File: src/rtl/pmc_pkg.sv
package pmc_pkg;

    typedef enum logic [1:0] {
        BK_NORMAL   = 2'b00,
        BK_RESERVED = 2'b01,
        BK_DIV_FWD  = 2'b10,
        BK_DIV_LOOP = 2'b11
    } br_kind_e;

    typedef enum logic [2:0] {
        EX_NONE,
        EX_RESOLVE,
        EX_LIMIT,
        EX_YIELD,
        EX_MERGE
    } exit_cause_e;

    localparam logic PATH_FIRST  = 1'b0;
    localparam logic PATH_SECOND = 1'b1;

    function automatic logic kind_is_diverge(input br_kind_e k);
        return (k == BK_DIV_FWD) || (k == BK_DIV_LOOP);
    endfunction

endpackage

File: src/rtl/pmc_decode.sv
module pmc_decode
    import pmc_pkg::*;
#(
    parameter int AW = 32,
    parameter int RW = 16
) (
    input  logic          br_valid,
    input  logic [1:0]    br_kind,
    input  logic [AW-1:0] br_pc,
    input  logic [RW-1:0] br_rel,
    input  logic          br_low_conf,
    output logic          want_pred,
    output logic [AW-1:0] target
);
    localparam int EXT = AW - RW;

    br_kind_e kind;
    logic [AW-1:0] rel_ext;

    always_comb begin
        kind    = br_kind_e'(br_kind);
        rel_ext = {{EXT{br_rel[RW-1]}}, br_rel};
        target  = br_pc + rel_ext;
        want_pred = br_valid && br_low_conf && kind_is_diverge(kind);
    end

endmodule

File: src/rtl/pmc_id_pool.sv
module pmc_id_pool #(
    parameter int NUM_IDS = 32,
    parameter int IDW     = $clog2(NUM_IDS)
) (
    input  logic               clk,
    input  logic               rst,
    input  logic               alloc_en,
    input  logic               rel_a_en,
    input  logic [IDW-1:0]     rel_a_id,
    input  logic               rel_b_en,
    input  logic [IDW-1:0]     rel_b_id,
    output logic               avail,
    output logic [IDW-1:0]     alloc_id,
    output logic [NUM_IDS-1:0] held_mask
);
    logic [NUM_IDS-1:0] free_q;
    logic [NUM_IDS-1:0] mask_eff;

    // Same-cycle releases are visible to the allocator.
    always_comb begin
        mask_eff = free_q;
        if (rel_a_en) mask_eff[rel_a_id] = 1'b1;
        if (rel_b_en) mask_eff[rel_b_id] = 1'b1;
        alloc_id = '0;
        for (int i = NUM_IDS - 1; i >= 0; i--) begin
            if (mask_eff[i]) alloc_id = IDW'(i);
        end
    end

    assign avail     = |mask_eff;
    assign held_mask = ~free_q;

    always_ff @(posedge clk) begin
        if (rst) begin
            free_q <= '1;
        end else begin
            free_q <= mask_eff;
            if (alloc_en) free_q[alloc_id] <= 1'b0;
        end
    end

endmodule

File: src/rtl/pmc_path_sel.sv
module pmc_path_sel
    import pmc_pkg::*;
(
    input  logic clk,
    input  logic rst,
    input  logic start,
    input  logic active,
    input  logic arrive,
    output logic path,
    output logic both_now
);
    logic       path_q;
    logic [1:0] arr_q;
    logic [1:0] arr_n;
    logic       path_n;

    always_comb begin
        arr_n = arr_q;
        if (arrive) arr_n[path_q] = 1'b1;
        both_now = &arr_n;
        unique case (arr_n)
            2'b01:   path_n = PATH_SECOND;
            2'b10:   path_n = PATH_FIRST;
            default: path_n = ~path_q;
        endcase
    end

    always_ff @(posedge clk) begin
        if (rst) begin
            path_q <= PATH_FIRST;
            arr_q  <= 2'b00;
        end else if (start) begin
            path_q <= PATH_FIRST;
            arr_q  <= 2'b00;
        end else if (active) begin
            path_q <= path_n;
            arr_q  <= arr_n;
        end else begin
            path_q <= PATH_FIRST;
            arr_q  <= 2'b00;
        end
    end

    assign path = path_q;

endmodule

File: src/rtl/pred_mode_ctrl.sv
module pred_mode_ctrl
    import pmc_pkg::*;
#(
    parameter int AW      = 32,
    parameter int RW      = 16,
    parameter int CW      = 16,
    parameter int NUM_IDS = 32,
    localparam int IDW    = $clog2(NUM_IDS)
) (
    input  logic           clk,
    input  logic           rst,
    input  logic           br_valid,
    input  logic [1:0]     br_kind,
    input  logic [AW-1:0]  br_pc,
    input  logic [RW-1:0]  br_rel,
    input  logic           br_low_conf,
    input  logic           fetch_valid,
    input  logic [AW-1:0]  fetch_pc,
    input  logic           resolve_valid,
    input  logic [IDW-1:0] resolve_id,
    input  logic           resolve_path,
    input  logic [CW-1:0]  limit_thresh,
    output logic           pred_mode,
    output logic           fetch_path,
    output logic [AW-1:0]  merge_pc,
    output logic [IDW-1:0] pred_id,
    output logic           fork_ras,
    output logic           fork_ghr,
    output logic           fork_rat,
    output logic           merge_done,
    output logic           limit_pulse,
    output logic           yield_pulse,
    output logic           flush_req,
    output logic           flush_path
);
    logic               mode_q;
    logic [AW-1:0]      merge_q;
    logic [IDW-1:0]     pid_q;
    logic [CW-1:0]      cnt_q;
    logic               fork_q, merge_done_q, limit_q, yield_q, flush_q, flush_path_q;

    logic               want_pred;
    logic [AW-1:0]      target;
    logic               avail;
    logic [IDW-1:0]     alloc_id;
    logic [NUM_IDS-1:0] held_mask;
    logic               both_now;
    logic               cur_path;

    logic        res_active, res_held, cnt_over, arrive;
    logic        do_enter, do_yield, do_merge, leaving;
    exit_cause_e cause;

    pmc_decode #(.AW(AW), .RW(RW)) u_decode (
        .br_valid    (br_valid),
        .br_kind     (br_kind),
        .br_pc       (br_pc),
        .br_rel      (br_rel),
        .br_low_conf (br_low_conf),
        .want_pred   (want_pred),
        .target      (target)
    );

    // Priority: resolve of active id, fetch limit, yield, merge arrival.
    always_comb begin
        res_active = mode_q && resolve_valid && (resolve_id == pid_q);
        res_held   = resolve_valid && !res_active && held_mask[resolve_id];
        cnt_over   = mode_q && fetch_valid && (cnt_q >= limit_thresh);
        arrive     = 1'b0;
        cause      = EX_NONE;
        if (mode_q) begin
            if (res_active) begin
                cause = EX_RESOLVE;
            end else if (cnt_over) begin
                cause = EX_LIMIT;
            end else if (want_pred) begin
                cause = EX_YIELD;
            end else begin
                arrive = fetch_valid && (fetch_pc == merge_q);
                if (arrive && both_now) cause = EX_MERGE;
            end
        end
        do_yield = (cause == EX_YIELD);
        do_merge = (cause == EX_MERGE);
        leaving  = (cause == EX_RESOLVE) || (cause == EX_LIMIT) || do_merge;
        do_enter = !mode_q && want_pred && avail;
    end

    pmc_id_pool #(.NUM_IDS(NUM_IDS), .IDW(IDW)) u_pool (
        .clk       (clk),
        .rst       (rst),
        .alloc_en  (do_enter || do_yield),
        .rel_a_en  (res_active || res_held),
        .rel_a_id  (resolve_id),
        .rel_b_en  (cnt_over || do_yield),
        .rel_b_id  (pid_q),
        .avail     (avail),
        .alloc_id  (alloc_id),
        .held_mask (held_mask)
    );

    pmc_path_sel u_path (
        .clk      (clk),
        .rst      (rst),
        .start    (do_enter || do_yield),
        .active   (mode_q && !leaving),
        .arrive   (arrive),
        .path     (cur_path),
        .both_now (both_now)
    );

    always_ff @(posedge clk) begin
        if (rst) begin
            mode_q  <= 1'b0;
            merge_q <= '0;
            pid_q   <= '0;
            cnt_q   <= '0;
        end else begin
            if (do_enter || do_yield) begin
                mode_q  <= 1'b1;
                merge_q <= target;
                pid_q   <= alloc_id;
                cnt_q   <= '0;
            end else if (leaving) begin
                mode_q <= 1'b0;
                cnt_q  <= '0;
            end else if (mode_q && fetch_valid) begin
                cnt_q <= cnt_q + 1'b1;
            end
        end
    end

    always_ff @(posedge clk) begin
        if (rst) begin
            fork_q       <= 1'b0;
            merge_done_q <= 1'b0;
            limit_q      <= 1'b0;
            yield_q      <= 1'b0;
            flush_q      <= 1'b0;
            flush_path_q <= 1'b0;
        end else begin
            fork_q       <= do_enter || do_yield;
            merge_done_q <= do_merge;
            limit_q      <= (cause == EX_LIMIT);
            yield_q      <= do_yield;
            flush_q      <= (cause == EX_RESOLVE);
            if (cause == EX_RESOLVE) flush_path_q <= ~resolve_path;
        end
    end

    assign pred_mode   = mode_q;
    assign fetch_path  = cur_path;
    assign merge_pc    = merge_q;
    assign pred_id     = pid_q;
    assign fork_ras    = fork_q;
    assign fork_ghr    = fork_q;
    assign fork_rat    = fork_q;
    assign merge_done  = merge_done_q;
    assign limit_pulse = limit_q;
    assign yield_pulse = yield_q;
    assign flush_req   = flush_q;
    assign flush_path  = flush_path_q;

endmodule

File: config.mk
export PLATFORM = sky130hd
export DESIGN_NAME = pred_mode_ctrl
export DESIGN_NICKNAME = d
export VERILOG_FILES = /design/src/rtl/pmc_pkg.sv /design/src/rtl/pmc_decode.sv /design/src/rtl/pmc_id_pool.sv /design/src/rtl/pmc_path_sel.sv /design/src/rtl/pred_mode_ctrl.sv
export SDC_FILE = /design/constraint.sdc
export NUM_CORES = 1
export LEC_CHECK = 0
export BUFFER_PORTS_ARGS = -buffer_cell sky130_fd_sc_hd__clkbuf_2
export CAP_MARGIN = 10
export CORE_MARGIN = 4
export CORE_UTILIZATION = 25
export CTS_BUF_LIST = sky130_fd_sc_hd__clkbuf_16
export CTS_CLUSTER_SIZE = 8
export DETAILED_ROUTE_END_ITERATION = 12
export HOLD_SLACK_MARGIN = 0.08
export SYNTH_ARGS = -nofsm -noshare
export SYNTH_HDL_FRONTEND = slang
export SYNTH_HIERARCHICAL = 1
export SYNTH_SLANG_ARGS = --single-unit
File: constraint.sdc
create_clock -name clk -period 5.86 [get_ports clk]
set_input_delay 0.293 -clock clk [delete_from_list [all_inputs] [get_ports clk]]
set_output_delay 0.293 -clock clk [all_outputs]
set_load 0.02 [all_outputs]
[Yosys cells after proc, flatten, opt, wreduce, memory -nomap -nowiden]
Index checks and enable logic that the tools add are counted.
Cells by class
  multipliers: 0
  order comparisons: 9
  divide/modulo/power cells: 0
  equality and inequality tests: 10
  reductions and logical operators: 31
  mux-type cells: 58
  bitwise gates (word level): 9
  shift-type cells: 0
  $add $sub $neg: 2
Operator list (number)
  $mux W5: 32
  $mux W32: 3
  $not A32 Y32: 2
  $or A32 B32 Y32: 2
  $add A32 B32 Y32: 1
  $and A32 B32 Y32: 1
  $eq A32 B32 Y1: 1
  $reduce_or A32 Y1: 1
  $lt A5 B6 Y1 const B: 3
  $logic_and A1 B1 Y1: 17
  $add A16 B1 Y16 const B: 1
  $ge A16 B16 Y1: 1
  $demux W1 S5: 3
  $ge A5 B1 Y1 const B: 3
  $mux W3: 5
  $mux W1: 11
  $eq A2 B2 Y1 const B: 3
  $eq A3 B2 Y1 const B: 2
  $logic_or A1 B1 Y1: 6
  $reduce_or A3 Y1: 2
  $bmux W1 S5: 1
  $eq A5 B5 Y1: 1
  $eq A3 B1 Y1 const B: 1
  $eq A3 B3 Y1 const B: 1
  other kinds (11): 15
Storage, ports and cells
  output and inout port bits: 47
  memories kept: 0
  register bits after elaboration: 95
  latch bits: 0
  memory bits (read-only): 0
  word-level logic and storage cells: 132
  bits in writable memories: 0
  input port bits: 110

[Longest topological paths before layout]
  depth after elaboration: 57
  mapped depth: 24
  mapped depth without buffers: 21

[By module]
The synthesis kept the hierarchy.
By module, submodules not included
  pred_mode_ctrl: cells an instance 424, area each 3773.6 um2, instances 1
  pmc_id_pool: cells an instance 285, area each 2306.0 um2, instances 1
  pmc_decode: cells an instance 241, area each 1737.9 um2, instances 1
  pmc_path_sel: cells an instance 14, area each 137.6 um2, instances 1

[Least setup slack after synthesis]
Ideal clock, no wire load.
  path type: register -> register
  start point: reg cnt_q[10]
  end point: reg u_pool.free_q[9]
  library setup time: 131 ps
  arrival time: 4632 ps
  path buffers: 2
  cell stages (with the launch flop): 23
  required time: 5729 ps
  slack: 1096 ps
  period minus slack after synthesis: 4764 ps
  cells stage by stage: dfxtp_1 -> ha_1 -> and4_1 -> o211ai_1 -> or4_1 -> a41o_1 -> nand2_1 -> nor4bb_1 -> a221o_1 -> or4_1 -> or2_1 -> nor2_1 -> nand2_1 -> inv_1 -> o21ai_0 -> a41oi_2 -> buf_6 -> nor2_4 -> buf_6 -> nand3b_1 -> nor4_1 -> nand2_1 -> a2bb2oi_1
Between the ends
  elaborated cells between the ends (all ways): 59
RTL lines
  start: declaration: line pred_mode_ctrl.sv:39  | logic [CW-1:0] cnt_q;
  start signal: assignment: line pred_mode_ctrl.sv:128  | cnt_q <= cnt_q + 1'b1;
  $ge A16 B16 Y1 *: line pred_mode_ctrl.sv:68  | cnt_over = mode_q && fetch_valid && (cnt_q >= limit_thresh);
  $logic_and A1 B1 Y1 *: line pred_mode_ctrl.sv:68
  $mux W1: line pred_mode_ctrl.sv:74  | end else if (cnt_over) begin
  $mux W1: line pred_mode_ctrl.sv:72  | if (res_active) begin
  $mux W1: line pred_mode_ctrl.sv:71  | if (mode_q) begin
  $mux W2: line pmc_path_sel.sv:19  | if (arrive) arr_n[path_q] = 1'b1;
  $reduce_and A2 Y1: line pmc_path_sel.sv:20  | both_now = &arr_n;
  $logic_and A1 B1 Y1: line pred_mode_ctrl.sv:80  | if (arrive && both_now) cause = EX_MERGE;
  [... 5 more ...]
  $eq A3 B2 Y1: line pred_mode_ctrl.sv:83  | do_yield = (cause == EX_YIELD);
  $logic_or A1 B1 Y1 *: line pred_mode_ctrl.sv:95  | .rel_b_en (cnt_over || do_yield),
  $mux W32 *: line pmc_id_pool.sv:23  | if (rel_b_en) mask_eff[rel_b_id] = 1'b1;
  $reduce_or A32 Y1 *: line pmc_id_pool.sv:30  | assign avail = |mask_eff;
  via avail: line pred_mode_ctrl.sv:44  | logic avail;
  $logic_and A1 B1 Y1 *: line pred_mode_ctrl.sv:86  | do_enter = !mode_q && want_pred && avail;
  $logic_or A1 B1 Y1 *: line pred_mode_ctrl.sv:92  | .alloc_en (do_enter || do_yield),
  $mux W32 *: line pmc_id_pool.sv:38  | if (alloc_en) free_q[alloc_id] <= 1'b0;
  end signal: assignment: line pmc_id_pool.sv:37  | free_q <= mask_eff;
  end: declaration: line pmc_id_pool.sv:16  | logic [NUM_IDS-1:0] free_q;
Mark *: on every way through the listed nets, which the timed path passes. The rest lies on a longest branch.
A chain may end at the register's enable or synchronous reset.

[Final worst setup path]
  start point: reg cnt_q[11]
  end point: reg u_pool.free_q[9]
The elaborated chain is that of the path after synthesis.

==> metrics.csv <==
metric,value,unit
status,"complete, no violations",
top-area cell type share of the netlist area,23.9,%
chip height,186,microns
Ports,157,
"commonest non-fill, non-tap cell in the layout",clkbuf_2,
vias in the first global route,8107,
WL/cell,18.0,microns
peak supply drop,0.151,mV
TNS Setup,0,ps
dominant synthesized flop cell,dfxtp_1,
vias per inst,5.45,
Antenna Cells,0,
"Cell Area, Synth",7960,sq um
min cycle time layout,5550,ps
crit path launch type,register,
FMAX,180,MHz
most frequent cells in the layout,"clkbuf_2 (155), dfxtp_1 (95), a21oi_1 (78)",
DRC viols,0,
Post-CTS Setup Inserts,0,
CTS tree,yes,
# setup viols final,0,
worst setup path category,register to register,
final std cells w/o fill,1524,
Area Growth Syn to Fin,20.6,%
DP Cell Count,1508,
largest net degree at the start of global routing,76,
initial antenna violation count,0,
total number of H-tree levels,3,
register area share after synthesis,23.9,%
Nets,1277,
Fin. Hold Viols,0,
layout cell share with drive strength beyond 1,25.4,%
Inserted Clock Buffers,9,
Post-synth ARST share,0,%
clk sinks,95,
first-pass GRT wire length,43.3,mm
critical path arrival,5740,ps
Mapped Avg Cell Area,8.25,sq um
GRT Residual Overflow,0,
RePlAce Congestion,0.900,
pwr dens,175,nW/um^2
RSZ-0062 raised after global routing,false,
yosys synthesis warning count,6,
Tcrit/Tclk final,94.7,%
clock slew seen by the registers of the worst setup and hold paths,70,ps
Tot GR Track Use,15.0,%
setup ws final,308,ps
WP data required,6050,ps
Post-Syn Nets,1124,
Vias,8312,
hold path depth,3,
FP Rows,65,
max_cap viols,0,
root buf cell,clkbuf_16,
distinct cell type count after synthesis,92,
clock tree buffer depth,2,
Worst-Margin Slew,1160,ps
drt first pass iters,6,
DRC violation total after the first TritonRoute iteration,696,
Die ar.,34700,sq um
largest cells by area after synthesis,"dfxtp_1 (24%), ha_1 (7.7%), xnor2_1 (5.4%)",
drt total wl,27.4,mm
dpl ws,426,ps
crit path max fanout,9,
clock latency on the worst-skew pair,350,ps
HP Class,primary input to register,
Leak,4.21,nW
Seq cells post-synth,95,
I/O Buffers,155,
worst reg-to-reg path cell count,20,
Starting Density,25.3,%
core area,31500,sq um
Relative slew margins,22.5,%
hpwl dp,20.9,mm
Mapped Cells,964,
Hold Buf Count CTS,0,
clock skew,15.2,ps
Die X,186,microns
Post-synth EDFFs,0,
Critical Path Sink Type,register,
post_cts resized,0,
dominant cell type by area after synthesis,dfxtp_1,
Max Slew Vio Count,0,
post-route ant nets,0,
[state kept, by name, indices dropped and copies added, names as in the netlist]
| name | count |
|---|---|
| merge_pc | 32 |
| u_pool/free_q | 32 |
| cnt_q | 16 |
| pred_id | 5 |
| u_path/arr_q | 2 |
| flush_path | 1 |
| flush_req | 1 |
| fork_ghr | 1 |
| limit_pulse | 1 |
| merge_done | 1 |
| pred_mode | 1 |
| u_path/path | 1 |
| yield_pulse | 1 |
[final timing paths]
kind,from,endpoint,slack (ps)
setup / recovery,cnt_q[11]$_SDFFE_PP0P_,u_pool/free_q[9]$_SDFF_PP1_,310
hold / removal,resolve_path,flush_path$_SDFFE_PP0P_,210
setup reg to reg,cnt_q[11]$_SDFFE_PP0P_,u_pool/free_q[9]$_SDFF_PP1_,310
hold reg to reg,flush_path$_SDFFE_PP0P_,flush_path$_SDFFE_PP0P_,470
[routing by layer]
metal / track usage (%) / wire length [microns] / vias to the layer above
li1: - / - / 3951
met1: 20.1 / 12200 / 3939
met2: 24.8 / 12800 / 357
met3: 2.00 / 1630 / 65
met4: 5.72 / 799 / 0
met5: 0 / 0 / -
[synth_stat cells (7+ instances only)]
master	instances
a211oi_1	10
a21o_1	21
a21oi_1	78
a221o_1	19
a221oi_1	23
a22oi_1	10
a31oi_1	10
and3_1	11
and4_1	7
and4b_1	7
clkbuf_1	31
dfxtp_1	95
ha_1	49
inv_1	56
mux4_2	10
nand2_1	63
nand3_1	22
nand4_1	26
nor2_1	44
nor2b_1	12
nor3_1	25
nor4_1	12
nor4b_1	7
o211ai_1	8
o21ai_0	59
or3b_2	37
xnor2_1	49
xor2_1	31
[area by class of cell]
cell class | count | area [sq um]
Tap cell | 402 | 503
Timing Repair Buffer | 193 | 1090
Fill cell | 3349 | 21900
Inverter | 58 | 219
Clock inverter | 7 | 66.3
Multi-Input combinational cell | 760 | 5590
Sequential cell | 95 | 1900
Clock buffer | 9 | 225
[worst max-delay path: stages (launching register included)]
cell,delay [ps]
dfxtp_1,360
ha_1,320
and4_1,250
o211ai_1,100
or4_1,610
a41o_1,290
nand2_1,290
nor4bb_1,710
a221o_1,350
or4_1,160
or2_1,160
nor2_1,80
nand2_1,110
inv_1,50
o21ai_0,280
a41oi_4,90
nor2_4,250
nand3b_1,150
nor4_1,440
nand2_1,170
a2bb2oi_1,170
[cell families after synthesis]
group                      Yosys count  synth area share [%]
and+or+nand+nor                    321                  24.3
AOI/OAI and AO/OA                  296                  25.9
buffers and inverters              109                  5.94
DFF                                 95                  23.9
xor gates and xnor gates            80                  8.81
adders and majority gates           50                  7.96
muxes                               13                  3.21
[per-stage QoR]
stage          utilization, %  instance area [sq um]  hold slack [ps]  total power, W
2_1_floorplan               -                   7960              450        0.000958
3_3_place_gp             29.6                   9300              446         0.00109
3_5_place_dp             29.6                   9300              466         0.00109
4_1_cts                  30.5                   9590              200         0.00170
5_1_grt                  30.5                   9590              212         0.00177
6_report                 30.5                   9590              207         0.00168
[power by group]
part / leakage (nW) / internal [W] / switching (W)
registers: 0.769 / 0.000658 / 0.0000165
logic: 3.29 / 0.000175 / 0.000233
clock network: 0.146 / 0.000328 / 0.000266
total: 4.21 / 0.00116 / 0.000515
Note: power is estimated with default switching activity, not from simulation.
